<file path="config.mk">
export PLATFORM = sky130hd
export DESIGN_NAME = eirq_cond
export DESIGN_NICKNAME = d
export VERILOG_FILES = /design/src/rtl/eirq_pkg.sv /design/src/rtl/eirq_sync.sv /design/src/rtl/eirq_pin_src.sv /design/src/rtl/eirq_tick_src.sv /design/src/rtl/eirq_cond.sv
export SDC_FILE = /design/constraint.sdc
export NUM_CORES = 1
export LEC_CHECK = 0
export CORE_AREA = 2 2 39 41
export DETAILED_ROUTE_END_ITERATION = 6
export DIE_AREA = 0 0 41 43
export SYNTH_ARGS = -nofsm -noshare
export SYNTH_HDL_FRONTEND = slang
export SYNTH_SLANG_ARGS = --single-unit
</file>
<file path="constraint.sdc">
create_clock -name clk -period 1.6 [get_ports clk]
set_input_delay 0.24 -clock clk [delete_from_list [all_inputs] [get_ports clk]]
set_output_delay 0.24 -clock clk [all_outputs]
set_load 0.02 [all_outputs]
</file>
<file path="src/rtl/eirq_pkg.sv">
package eirq_pkg;

    localparam int SYNC_STAGES_DEF = 2;
    localparam int TICK_DIV_DEF    = 2;

    typedef enum logic {
        TRIG_LEVEL = 1'b0,
        TRIG_EDGE  = 1'b1
    } trig_mode_e;

    typedef enum logic {
        SRC_RESUME = 1'b0,
        SRC_TICK   = 1'b1
    } tick_src_e;

    typedef struct packed {
        trig_mode_e mode;
        logic       in_en;
    } pin_cfg_t;

    function automatic logic sticky_next(input logic cur, input logic set, input logic clr);
        return set | (cur & ~clr);
    endfunction

endpackage

</file>
<file path="src/rtl/eirq_sync.sv">
module eirq_sync #(
    parameter int           W       = 1,
    parameter int           STAGES  = 2,
    parameter logic [W-1:0] RST_VAL = '1
) (
    input  logic         clk,
    input  logic         rst,
    input  logic [W-1:0] d,
    output logic [W-1:0] q
);
    logic [STAGES-1:0][W-1:0] st;

    always_ff @(posedge clk) begin
        if (rst) begin
            for (int i = 0; i < STAGES; i++) st[i] <= RST_VAL;
        end else begin
            st[0] <= d;
            for (int i = 1; i < STAGES; i++) st[i] <= st[i-1];
        end
    end

    assign q = st[STAGES-1];
endmodule

</file>
<file path="src/rtl/eirq_pin_src.sv">
module eirq_pin_src
    import eirq_pkg::*;
(
    input  logic     clk,
    input  logic     rst,
    input  logic     lvl,
    input  pin_cfg_t cfg,
    input  logic     clr,
    output logic     flag
);
    logic prev_q;
    logic flag_q;
    logic fall;

    assign fall = cfg.in_en & prev_q & ~lvl;

    always_ff @(posedge clk) begin
        if (rst) begin
            prev_q <= 1'b1;
            flag_q <= 1'b1;
        end else begin
            prev_q <= lvl;
            if (cfg.mode == TRIG_EDGE) flag_q <= sticky_next(flag_q, fall, clr);
            else                       flag_q <= ~lvl;
        end
    end

    assign flag = flag_q;
endmodule

</file>
<file path="src/rtl/eirq_tick_src.sv">
module eirq_tick_src
    import eirq_pkg::*;
#(
    parameter int TICK_DIV = TICK_DIV_DEF
) (
    input  logic      clk,
    input  logic      rst,
    input  tick_src_e src,
    input  logic      slow_tick,
    input  logic      osc_resume,
    input  logic      clr,
    output logic      flag
);
    localparam int CW = (TICK_DIV > 1) ? $clog2(TICK_DIV) : 1;
    localparam logic [CW-1:0] LAST = CW'(TICK_DIV - 1);

    logic [CW-1:0] cnt_q;
    logic          flag_q;
    logic          wrap;
    logic          set;

    assign wrap = (src == SRC_TICK) & slow_tick & (cnt_q == LAST);
    assign set  = (src == SRC_TICK) ? wrap : osc_resume;

    always_ff @(posedge clk) begin
        if (rst || src != SRC_TICK) cnt_q <= '0;
        else if (slow_tick)         cnt_q <= (cnt_q == LAST) ? '0 : cnt_q + 1'b1;
    end

    always_ff @(posedge clk) begin
        if (rst) flag_q <= 1'b1;
        else     flag_q <= sticky_next(flag_q, set, clr);
    end

    assign flag = flag_q;
endmodule

</file>
<file path="src/rtl/eirq_cond.sv">
module eirq_cond
    import eirq_pkg::*;
#(
    parameter int SYNC_STAGES = SYNC_STAGES_DEF,
    parameter int TICK_DIV    = TICK_DIV_DEF
) (
    input  logic clk,
    input  logic rst,
    input  logic in_enable,
    input  logic pin_pri,
    input  logic pin_alt,
    input  logic alt_sel,
    input  logic edge_mode,
    input  logic gate_sel,
    input  logic slow_tick,
    input  logic osc_resume,
    input  logic clr0,
    input  logic clr1,
    output logic flag0,
    output logic flag1
);
    logic     sel_raw;
    logic     sel_sync;
    pin_cfg_t pcfg;

    assign sel_raw    = alt_sel ? pin_alt : pin_pri;
    assign pcfg.mode  = trig_mode_e'(edge_mode);
    assign pcfg.in_en = in_enable;

    eirq_sync #(.W(1), .STAGES(SYNC_STAGES), .RST_VAL(1'b1)) u_sync (
        .clk(clk), .rst(rst), .d(sel_raw), .q(sel_sync)
    );

    eirq_pin_src u_pin (
        .clk(clk), .rst(rst), .lvl(sel_sync), .cfg(pcfg), .clr(clr0), .flag(flag0)
    );

    eirq_tick_src #(.TICK_DIV(TICK_DIV)) u_tick (
        .clk(clk), .rst(rst), .src(tick_src_e'(gate_sel)), .slow_tick(slow_tick),
        .osc_resume(osc_resume), .clr(clr1), .flag(flag1)
    );
endmodule

</file>
==> impl_metrics.xml <==
<?xml version="1.0" encoding="UTF-8"?>
<metrics>
  <group name="outcome">
    <metric name="outcome" unit="">complete, no violations</metric>
  </group>
  <group name="timing">
    <metric name="setup_viol_count_final" unit="">0</metric>
    <metric name="timing.final.max_slew_violations" unit="">0</metric>
    <metric name="timing.clock.skew" unit="ns">0.00182</metric>
    <metric name="fin_tns_setup" unit="ns">0</metric>
    <metric name="maxSlewHeadroom" unit="">0.856</metric>
    <metric name="timing_hold_violations_final" unit="">0</metric>
    <metric name="actual_transition_at_the_worst_max_transition_pin" unit="ns">0.216</metric>
    <metric name="post-route-min-period" unit="ns">1.41</metric>
    <metric name="grt_setup_unrepaired" unit="">no</metric>
    <metric name="final_min_period_over_clock_period" unit="">0.879</metric>
    <metric name="fmaxAchievable" unit="GHz">0.711</metric>
  </group>
  <group name="worst_setup_path">
    <metric name="worst_setup_path_start_kind" unit="">flip-flop</metric>
    <metric name="critical_path_cell_list" unit="">clkdlybuf4s50_1</metric>
    <metric name="worstSetupPathType" unit="">flip-flop to output port</metric>
    <metric name="cell_family_with_most_cp_delay" unit="">buffers and inverters</metric>
    <metric name="critPathSlowestCell" unit="">clkdlybuf4s50_1</metric>
    <metric name="end_kind" unit="">output port</metric>
    <metric name="critical_path_arrival" unit="ns">1.17</metric>
    <metric name="critPathBufInv" unit="">1</metric>
    <metric name="crit_fanout" unit="">2</metric>
    <metric name="cp_slowest_stage_delay" unit="ns">0.60</metric>
    <metric name="number_of_cells_on_the_worst_reg_to_reg_path" unit="">2</metric>
    <metric name="cp.required" unit="ns">1.36</metric>
    <metric name="critical_path_cell_count" unit="">1</metric>
  </group>
  <group name="yosys">
    <metric name="mappedNetlistArea" unit="um2">211</metric>
    <metric name="synth_compound_gate_area_share" unit="">0.112</metric>
    <metric name="post-synth-top-area-fraction" unit="">0.568</metric>
    <metric name="synthSimpleGateAreaFrac" unit="">0.195</metric>
    <metric name="yosysWarnings" unit="">0</metric>
    <metric name="synthDistinctLibCells" unit="">13</metric>
    <metric name="average_instance_area_after_synthesis" unit="um2">10.6</metric>
    <metric name="synth-seq-area-share" unit="">0.568</metric>
    <metric name="synthAdderAreaFrac" unit="">0</metric>
    <metric name="synth.ff_latch_count" unit="">6</metric>
    <metric name="synth.net_count" unit="">32</metric>
    <metric name="post_synth_mux_area_share" unit="">0.0473</metric>
    <metric name="yosysTopAreaCell" unit="">dfxtp_1</metric>
    <metric name="synth_xor_area_frac" unit="">0.0414</metric>
    <metric name="main_combinational_cell_family_by_area_after_synthesis" unit="">simple AND/OR/NAND/NOR gates</metric>
    <metric name="synth_cells" unit="">20</metric>
    <metric name="ys_top_cells_by_area" unit="">dfxtp_1 (57%), or2_2 (5.9%), mux2i_1 (4.7%), o2111ai_1 (4.1%), xor2_1 (4.1%)</metric>
  </group>
  <group name="final_layout">
    <metric name="finish.net_count" unit="">50</metric>
    <metric name="layout.cell_area.non_filler" unit="um2">384</metric>
    <metric name="antennaDiodeCount" unit="">0</metric>
    <metric name="post_route_cells_drive_above_1_share" unit="">0.139</metric>
    <metric name="layout_overhead_on_the_synthesized_area" unit="%">81.7</metric>
  </group>
  <group name="floorplanning">
    <metric name="placementRows" unit="">14</metric>
    <metric name="initial_util" unit="">0.153</metric>
    <metric name="fp.dieArea" unit="um2">1760</metric>
    <metric name="chipHeight" unit="um">43</metric>
    <metric name="chipWidth" unit="um">41</metric>
    <metric name="core_footprint" unit="um2">1380</metric>
    <metric name="ioPinCount" unit="">14</metric>
  </group>
  <group name="global_routing">
    <metric name="grt_antenna_before_repair" unit="">0</metric>
    <metric name="grt_met3_usage" unit="">0.0942</metric>
    <metric name="global_route_met1_usage" unit="">0.0455</metric>
    <metric name="globalRouteMet2Util" unit="">0.106</metric>
    <metric name="grt_use_total" unit="">0.0695</metric>
    <metric name="grt_pass1_wl" unit="um">710</metric>
    <metric name="top_usage_layer" unit="">met2</metric>
    <metric name="grt_pass1_vias" unit="">202</metric>
    <metric name="grt_overflow" unit="">0</metric>
    <metric name="grt_start_max_net_pins" unit="">5</metric>
  </group>
  <group name="drt">
    <metric name="drc" unit="">0</metric>
    <metric name="drt-pass1-iter-count" unit="">1</metric>
    <metric name="drt_wl_total" unit="um">400</metric>
    <metric name="drtIter0Drc" unit="">0</metric>
    <metric name="ant_nets" unit="">0</metric>
    <metric name="detail_route.vias_per_cell" unit="">3.83</metric>
    <metric name="wl_per_cell" unit="um">7.69</metric>
    <metric name="vias" unit="">199</metric>
  </group>
  <group name="cts">
    <metric name="clock-root-buffer" unit="">clkbuf_4</metric>
    <metric name="post-cts-setup-buffer-count" unit="">0</metric>
    <metric name="clock_latency" unit="ns">0.24</metric>
    <metric name="clk_sink_count" unit="">6</metric>
    <metric name="cts_made_buffers" unit="">3</metric>
    <metric name="postCtsHoldBufs" unit="">0</metric>
    <metric name="tritoncts" unit="">yes</metric>
    <metric name="clockBufferDepth" unit="">2</metric>
    <metric name="htreeDepth" unit="">1</metric>
    <metric name="clkTransAtPathRegs" unit="ns">0.04</metric>
    <metric name="post_cts.resized_instances" unit="">0</metric>
  </group>
  <group name="power">
    <metric name="ir_drop" unit="V">0.000324</metric>
    <metric name="leakage" unit="nW">0.160</metric>
    <metric name="power_density" unit="nW/um2">920</metric>
  </group>
  <group name="run">
    <metric name="max-cap-violations" unit="">0</metric>
  </group>
  <group name="placement">
    <metric name="place.gp.congestion" unit="">0.540</metric>
    <metric name="hpwl" unit="um">327</metric>
    <metric name="portBuffers" unit="">13</metric>
    <metric name="placed_cell_area" unit="um2">362</metric>
  </group>
  <group name="min_path">
    <metric name="worst_hold_path.num_cells" unit="">1</metric>
    <metric name="holdCritPathClass" unit="">flip-flop to flip-flop</metric>
  </group>
</metrics>
-- power breakdown --
group          internal, mW  switching [mW]  total (mW)
combinational        0.0380          0.0168      0.0548
clock                0.0846          0.0518       0.136
sequential            0.159         0.00331       0.162
-- flip-flops by register name, summed over array words and instances, names as in the netlist --
signal,cells
u_tick.flag,1
u_sync.st,1
u_sync.q,1
u_pin.flag,1
u_tick.cnt_q,1
u_pin.prev_q,1
-- through the flow --
stage	setup slack, ns	utilization	total power, mW	std cells	hold slack [ns]
after floorplan	0.882	-	0.182	20	0.347
after global placement	0.459	0.261	0.220	49	0.391
after detailed placement	0.444	0.261	0.221	49	0.396
after CTS	0.179	0.278	0.363	52	0.407
after global routing	0.140	0.278	0.381	52	0.422
final	0.193	0.278	0.354	52	0.404
-- cells in the mapped netlist, drive strengths merged --
library cell / count
dfxtp: 6
mux2i: 1
o2111ai: 1
and3: 1
a21boi: 1
inv: 2
nand3: 1
or2: 2
nand2b: 1
nand3b: 1
o211ai: 1
nand2: 1
xor2: 1
-- path summary, 6_finish.rpt --
| path | endpoint | slack, ns | startpoint |
|---|---|---|---|
| max reg2reg | u_tick.cnt_q | 0.86 | u_tick.cnt_q |
| min | u_sync.q | 0.40 | u_sync.st[0] |
| max | flag0 | 0.19 | u_pin.flag |
| min reg2reg | u_sync.q | 0.40 | u_sync.st[0] |
-- area by class of cell --
class                           instances  area [um2]
Timing Repair Buffer                   13         130
Clock buffer                            3        22.5
Fill cell                             166        1000
Multi-Input combinational cell         12        83.8
Inverter                                2        7.51
Sequential cell                         6         120
Tap cell                               16        20.0
-- layer usage --
layer / part of all wire / wire (um) / up-vias
met5: 0 / 0 / -
met4: 0 / 0 / 0
met3: 0.18 / 72 / 0
met2: 0.48 / 191 / 13
met1: 0.34 / 136 / 85
li1: - / - / 101
-- cell usage in the layout, fill, tap and decap left out, drive strengths merged --
cell and count:
nand3b 1, inv 2, dfxtp 6, or2 2, a21boi 1, and3 1
o211ai 1, nand2b 1, xor2 1, clkdlybuf4s50 13, clkbuf 3, nand2 1
nand3 1, mux2i 1, o2111ai 1
-- cell families after synthesis --
group,after synthesis
XOR/XNOR,1
flip-flops,6
AND/OR/NAND/NOR,7
buffers and inverters,2
AO/OA/AOI/OAI,3
multiplexers,1
Note: power is estimated with default switching activity, not from simulation.
